`src/rtl/clkstop_pkg.sv`:
```
`timescale 1ns/1ps
package clkstop_pkg;
    localparam int unsigned NUM_OUT  = 2;
    localparam int unsigned IDX_MAIN = 0;
    localparam int unsigned IDX_REF  = 1;

    typedef struct packed {
        logic osc_pd;
    } ctrl_state_t;
endpackage

```
`src/rtl/clkstop_sync.sv`:
```
`timescale 1ns/1ps
module clkstop_sync #(
    parameter int unsigned STAGES = 2
) (
    input  logic clk,
    input  logic rst_n,
    input  logic pin_n,
    output logic req
);
    logic [STAGES-1:0] sh_d, sh_q;

    always_comb begin
        sh_d = {sh_q[STAGES-2:0], ~pin_n};
    end

    always_ff @(posedge clk or negedge rst_n) begin
        if (!rst_n) sh_q <= '0;
        else        sh_q <= sh_d;
    end

    assign req = sh_q[STAGES-1];
endmodule

```
`src/rtl/clkstop_timer.sv`:
```
`timescale 1ns/1ps
module clkstop_timer #(
    parameter int unsigned STABLE_CYC = 1024
) (
    input  logic clk,
    input  logic rst_n,
    input  logic hold,
    output logic ready
);
    localparam int unsigned CW = $clog2(STABLE_CYC + 1);
    localparam logic [CW-1:0] LIMIT = CW'(STABLE_CYC);

    logic [CW-1:0] cnt_d, cnt_q;

    always_comb begin
        cnt_d = cnt_q;
        if (hold)                cnt_d = '0;
        else if (cnt_q != LIMIT) cnt_d = cnt_q + 1'b1;
    end

    always_ff @(posedge clk or negedge rst_n) begin
        if (!rst_n) cnt_q <= '0;
        else        cnt_q <= cnt_d;
    end

    assign ready = (cnt_q == LIMIT);
endmodule

```
`src/rtl/clkstop_gate.sv`:
```
`timescale 1ns/1ps
module clkstop_gate (
    input  logic clk,
    input  logic rst_n,
    input  logic run,
    input  logic tri_en,
    output logic gclk,
    output logic oe,
    output logic stopped
);
    logic en_d, en_q;

    always_comb begin
        en_d = run;
    end

    // Enable only moves on the falling edge, while clk is low.
    always_ff @(negedge clk or negedge rst_n) begin
        if (!rst_n) en_q <= 1'b0;
        else        en_q <= en_d;
    end

    assign gclk    = clk & en_q;
    assign stopped = ~en_q;
    assign oe      = en_q | ~tri_en;
endmodule

```
`src/rtl/clkstop_ctrl.sv`:
```
`timescale 1ns/1ps
module clkstop_ctrl
    import clkstop_pkg::*;
#(
    parameter int unsigned STABLE_CYC  = 1024,
    parameter int unsigned SYNC_STAGES = 2
) (
    input  logic clk_src,
    input  logic rst_n,
    input  logic pwr_dn_n,
    input  logic main_en,
    input  logic ref_en,
    input  logic tri_en,
    output logic main_clk_o,
    output logic main_oe_o,
    output logic ref_clk_o,
    output logic ref_oe_o,
    output logic osc_pd_o
);
    logic               pd_req;
    logic               ready;
    logic [NUM_OUT-1:0] en_vec, run, stopped, gclk, oe;
    ctrl_state_t        st_d, st_q;

    clkstop_sync #(.STAGES(SYNC_STAGES)) u_sync (
        .clk   (clk_src),
        .rst_n (rst_n),
        .pin_n (pwr_dn_n),
        .req   (pd_req)
    );

    clkstop_timer #(.STABLE_CYC(STABLE_CYC)) u_timer (
        .clk   (clk_src),
        .rst_n (rst_n),
        .hold  (pd_req),
        .ready (ready)
    );

    always_comb begin
        en_vec           = '0;
        en_vec[IDX_MAIN] = main_en;
        en_vec[IDX_REF]  = ref_en;
        run              = en_vec & {NUM_OUT{ready & ~pd_req}};
        st_d             = st_q;
        st_d.osc_pd      = pd_req & (st_q.osc_pd | (&stopped));
    end

    always_ff @(posedge clk_src or negedge rst_n) begin
        if (!rst_n) st_q <= '0;
        else        st_q <= st_d;
    end

    for (genvar g = 0; g < NUM_OUT; g++) begin : g_out
        clkstop_gate u_gate (
            .clk     (clk_src),
            .rst_n   (rst_n),
            .run     (run[g]),
            .tri_en  (tri_en),
            .gclk    (gclk[g]),
            .oe      (oe[g]),
            .stopped (stopped[g])
        );
    end

    assign main_clk_o = gclk[IDX_MAIN];
    assign main_oe_o  = oe[IDX_MAIN];
    assign ref_clk_o  = gclk[IDX_REF];
    assign ref_oe_o   = oe[IDX_REF];
    assign osc_pd_o   = st_q.osc_pd;
endmodule

```
`config.mk`:
```
export PLATFORM = sky130hd
export DESIGN_NAME = clkstop_ctrl
export DESIGN_NICKNAME = d
export VERILOG_FILES = /design/src/rtl/clkstop_pkg.sv /design/src/rtl/clkstop_sync.sv /design/src/rtl/clkstop_timer.sv /design/src/rtl/clkstop_gate.sv /design/src/rtl/clkstop_ctrl.sv
export SDC_FILE = /design/constraint.sdc
export NUM_CORES = 1
export LEC_CHECK = 0
export ABC_AREA = 1
export CORE_MARGIN = 2
export CORE_UTILIZATION = 30
export DETAILED_ROUTE_END_ITERATION = 7
export PLACE_DENSITY = 0.48
export SLEW_MARGIN = 20
export SYNTH_ARGS = -nofsm -noshare
export SYNTH_HDL_FRONTEND = slang
export SYNTH_SLANG_ARGS = --single-unit
```
`constraint.sdc`:
```
create_clock -name clk_src -period 1.75 [get_ports clk_src]
set_input_delay 0.525 -clock clk_src [delete_from_list [all_inputs] [get_ports clk_src]]
set_output_delay 0.525 -clock clk_src [all_outputs]
set_load 0.02 [all_outputs]
```
* Word level (Yosys, flattened, before mapping)
Cells that the tools add are included.
Widths: inputs -> output; s select.
** Storage, ports and cells
- Word-level logic and storage cells :: 25
- Bits in registers :: 16
- Output and inout bits :: 5
- Input bits :: 6
** Cells by class
- Bitwise logic cells :: 13
- Muxes and demuxes :: 2
- Reductions and logical operators :: 2
- Equal/unequal tests :: 2
- Add/sub/neg operators :: 1
** Operators by type and width (count)
- $mux 11 :: 2
- $add 11x1->11 const B :: 1
- $eq 11x11->1 const B :: 1
- $ne 11x11->1 const B :: 1
- $not 1->1 :: 5
- $and 1x1->1 :: 4
- $or 1x1->1 :: 3
- $and 2x2->2 :: 1
- $reduce_and 2->1 :: 1
- $reduce_bool 2->1 :: 1

* Logic depth before layout (Yosys ltp)
- Word-level depth :: 4
- Mapped depth :: 7
- Gate-level depth less buffers :: 7

* Hierarchy
From an unflattened synthesis, not the netlist that was laid out.
** Unflattened totals
- Cell total of the unflattened synthesis :: 108
- Area total of the unflattened synthesis :: 833.3 um^2
** By module, submodules not included
- clkstop_timer :: area each 636.9 um^2, instances 1, cells each 85
- clkstop_gate :: area each 40.0 um^2, instances 2, cells each 5
- clkstop_ctrl :: area each 62.6 um^2, instances 1, cells each 10
- clkstop_sync :: area each 53.8 um^2, instances 1, cells each 3

==> run_results.csv <==
group,metric,value,unit
worst_setup_path,startpoint_type,"register",
detailed_routing,drtIter0Drc,4,
place,dp_slack,-0.754,ns
pwr,p_leak,0.672,nW
final_layout,fin_area,1250,sq um
detailed_routing,drt-vias-per-instance,4.53,
worst_setup_path,worstPathRequired,1.22,ns
final_layout,fin_util,0.453,
logic_synthesis,synth_top_family_by_area,"simple AND/OR/NAND/NOR gates",
worst_setup_path,worstPathCellList,"inv_1 -> nand2_2 -> buf_6",
sta,setup_violations,8,
logic_synthesis,synth_seq_cells,16,
clock_network,clock_latency,0.40,ns
logic_synthesis,synth_area,867,sq um
status,violations,"setup timing",
pwr,ir_drop,0.000432,V
pwr,power_density,672,nW/um^2
worst_setup_path,cp_slowest_cell,"dfrtn_1",
logic_synthesis,ys_types,19,
floorplanning,io_pins,11,
clock_network,cts_tree,"yes",
sta,drv_slew,0,
sta,finClkSkew,0.0122,ns
place,gp_congestion,0.811,
floorplanning,die_w,57.8,microns
global_routing,grt_max_degree,15,
sta,worstMarginPinSlew,0.244,ns
logic_synthesis,synth_fa_ha_area_frac,0.0289,
place,post-dp-hpwl,1.52,mm
place,postPlaceCellArea,1150,sq um
global_routing,antenna_found_initial,0,
logic_synthesis,synth.avg_cell_area,7.54,sq um
final_layout,synthToLayoutAreaGrowth,44.2,%
global_routing,grt_pass1_vias,899,
status,outcome,"finished with violations",
detailed_routing,drc,0,
final_layout,nets,160,
worst_hold_path,hp-class,"register to register",
logic_synthesis,synthXorXnorAreaFrac,0.0101,
clock_network,hold_buffers,0,
worst_setup_path,ff2ff_path_depth,6,
place,post-place-cells,173,
logic_synthesis,synth_edf_count,0,
global_routing,grt_usage,0.152,
sta,rsz0062_at_grt,"true",
floorplanning,initial_utilization,0.314,
place,io_buffer_count,10,
floorplanning,rows,19,
sta,hold_viol,0,
logic_synthesis,syn_nets,123,
logic_synthesis,syn_inst,115,
detailed_routing,vias,824,
sta,tns,-2.96,ns
worst_hold_path,hold_depth,0,
worst_setup_path,worst-path-max-fanout,2,
global_routing,grt_pass1_wl,3.74,mm
detailed_routing,routedWlPerCell,11.5,microns
logic_synthesis,synth_ff_type,"dfrtp_1",
sta,worst_slack,-0.704,ns
logic_synthesis,synth_compound_area_frac,0.0577,
final_layout,diodes,0,
detailed_routing,routed_wl,2.09,mm
logic_synthesis,yosysSeqAreaShare,0.462,
logic_synthesis,yosys_warnings,0,
worst_setup_path,crit_type,"register to output port",
floorplanning,core,2760,sq um
flow_run,cap_viol_max_count,0,
worst_setup_path,critPathMaxStageDelay,0.41,ns
floorplanning,fp.dieH,57.8,microns
clock_network,clk_transition_reported_paths,0.10,ns
logic_synthesis,async_reset_ff_frac,1.00,
global_routing,gr-total-overflow,0,
final_layout,layout.cells.non_filler,182,
detailed_routing,ant_nets,0,
detailed_routing,dr.pass1.iters,4,
sta,whs,0.365,ns
worst_setup_path,cp.arrival,1.93,ns
worst_setup_path,cp-end-kind,"output port",
floorplanning,die_area,3340,sq um
pwr,power,0.840,mW
final_layout,layout-drive-gt1-share,0.338,
logic_synthesis,synth-simple-area-share,0.349,
logic_synthesis,synth_mux_area_frac,0,
sta,slew-limit-headroom,0.836,
## final timing paths
path | to | startpoint | slack [ns]
min reg2reg | u_sync.sh_q[1] | u_sync.sh_q[0] | 0.36
max | ref_oe_o | g_out[1].u_gate.en_q | -0.70
min in group asynchronous | u_timer.cnt_q[3] | rst_n | 0.60
min | u_sync.sh_q[1] | u_sync.sh_q[0] | 0.36
max in group asynchronous | g_out[0].u_gate.en_q | rst_n | 0.46
max reg2reg | g_out[1].u_gate.en_q | u_timer.cnt_q[1] | -0.10
## power breakdown
part           total [mW]  internal [mW]  leakage, nW  switching [mW]
clock network       0.343          0.189       0.0619           0.154
registers           0.384          0.379        0.214         0.00503
logic               0.113         0.0557        0.396          0.0576
## layer usage
| metal | routed length, microns | track usage |
|---|---|---|
| met1 | 920 | 0.167 |
| met2 | 1080 | 0.244 |
| met3 | 71 | 0.0603 |
| met4 | 13 | 0.0963 |
| met5 | 0 | 0 |
## Yosys cell counts, types with 2 or more instances
| cell | n | share of area |
|---|---|---|
| o21ai_0 | 2 | 0.012 |
| nand2_1 | 31 | 0.13 |
| dfrtn_1 | 2 | 0.058 |
| nand3_1 | 7 | 0.040 |
| inv_1 | 19 | 0.082 |
| nor3_1 | 2 | 0.012 |
| nor2_2 | 3 | 0.022 |
| nand4_1 | 3 | 0.022 |
| a21oi_1 | 8 | 0.046 |
| dfrtp_1 | 14 | 0.40 |
| nor2_1 | 15 | 0.065 |
| ha_1 | 2 | 0.029 |
## layout make-up
| class | count | area, sq um |
|---|---|---|
| clock buffers | 10 | 78.8 |
| clock inverters | 2 | 7.51 |
| fillers | 285 | 1510 |
| inverters | 18 | 67.6 |
| multi-input cells | 78 | 433 |
| flip-flops and latches | 16 | 400 |
| well taps | 31 | 38.8 |
| repair buffers | 27 | 224 |
## logic make-up after synthesis
kind of cell / after synthesis
compound gates: 10
buf+inv: 21
flops: 16
fa+ha+maj: 2
xor+xnor: 1
simple gates: 65
## layout by cell type, fill, tap and decap left out, drive strengths merged
| cell | instances |
|---|---|
| nand2 | 32 |
| nor2 | 20 |
| xnor2 | 1 |
| dfrtn | 2 |
| nand3 | 8 |
| clkbuf | 8 |
| dfrtp | 14 |
| dlygate4sd2 | 1 |
| o21ai | 2 |
| inv | 20 |
| buf | 23 |
| nor3 | 2 |
| ha | 2 |
| clkdlybuf4s50 | 5 |
| a21oi | 8 |
| nand4 | 3 |
## state kept, by name, indices dropped and copies added, names as in the netlist
signal and flops:
g_out.u_gate.en_q 2, u_sync.sh_q 2, osc_pd_o 1, u_timer.cnt_q 11
## critical path, delay by kind of cell (launching register included)
kind,cells,cell delay (ns)
simple gates,1,0.06
flops,1,0.41
buf+inv,2,0.17
## timing repair
action | CTS | global route
endpoints found under the hold margin | 0 | 0
endpoints found under the setup margin | 9 | 8
pin swaps | 4 | 3
resized for setup | 29 | 6
buffers inserted | 1 | 0
(Power assumes the default switching activity.)
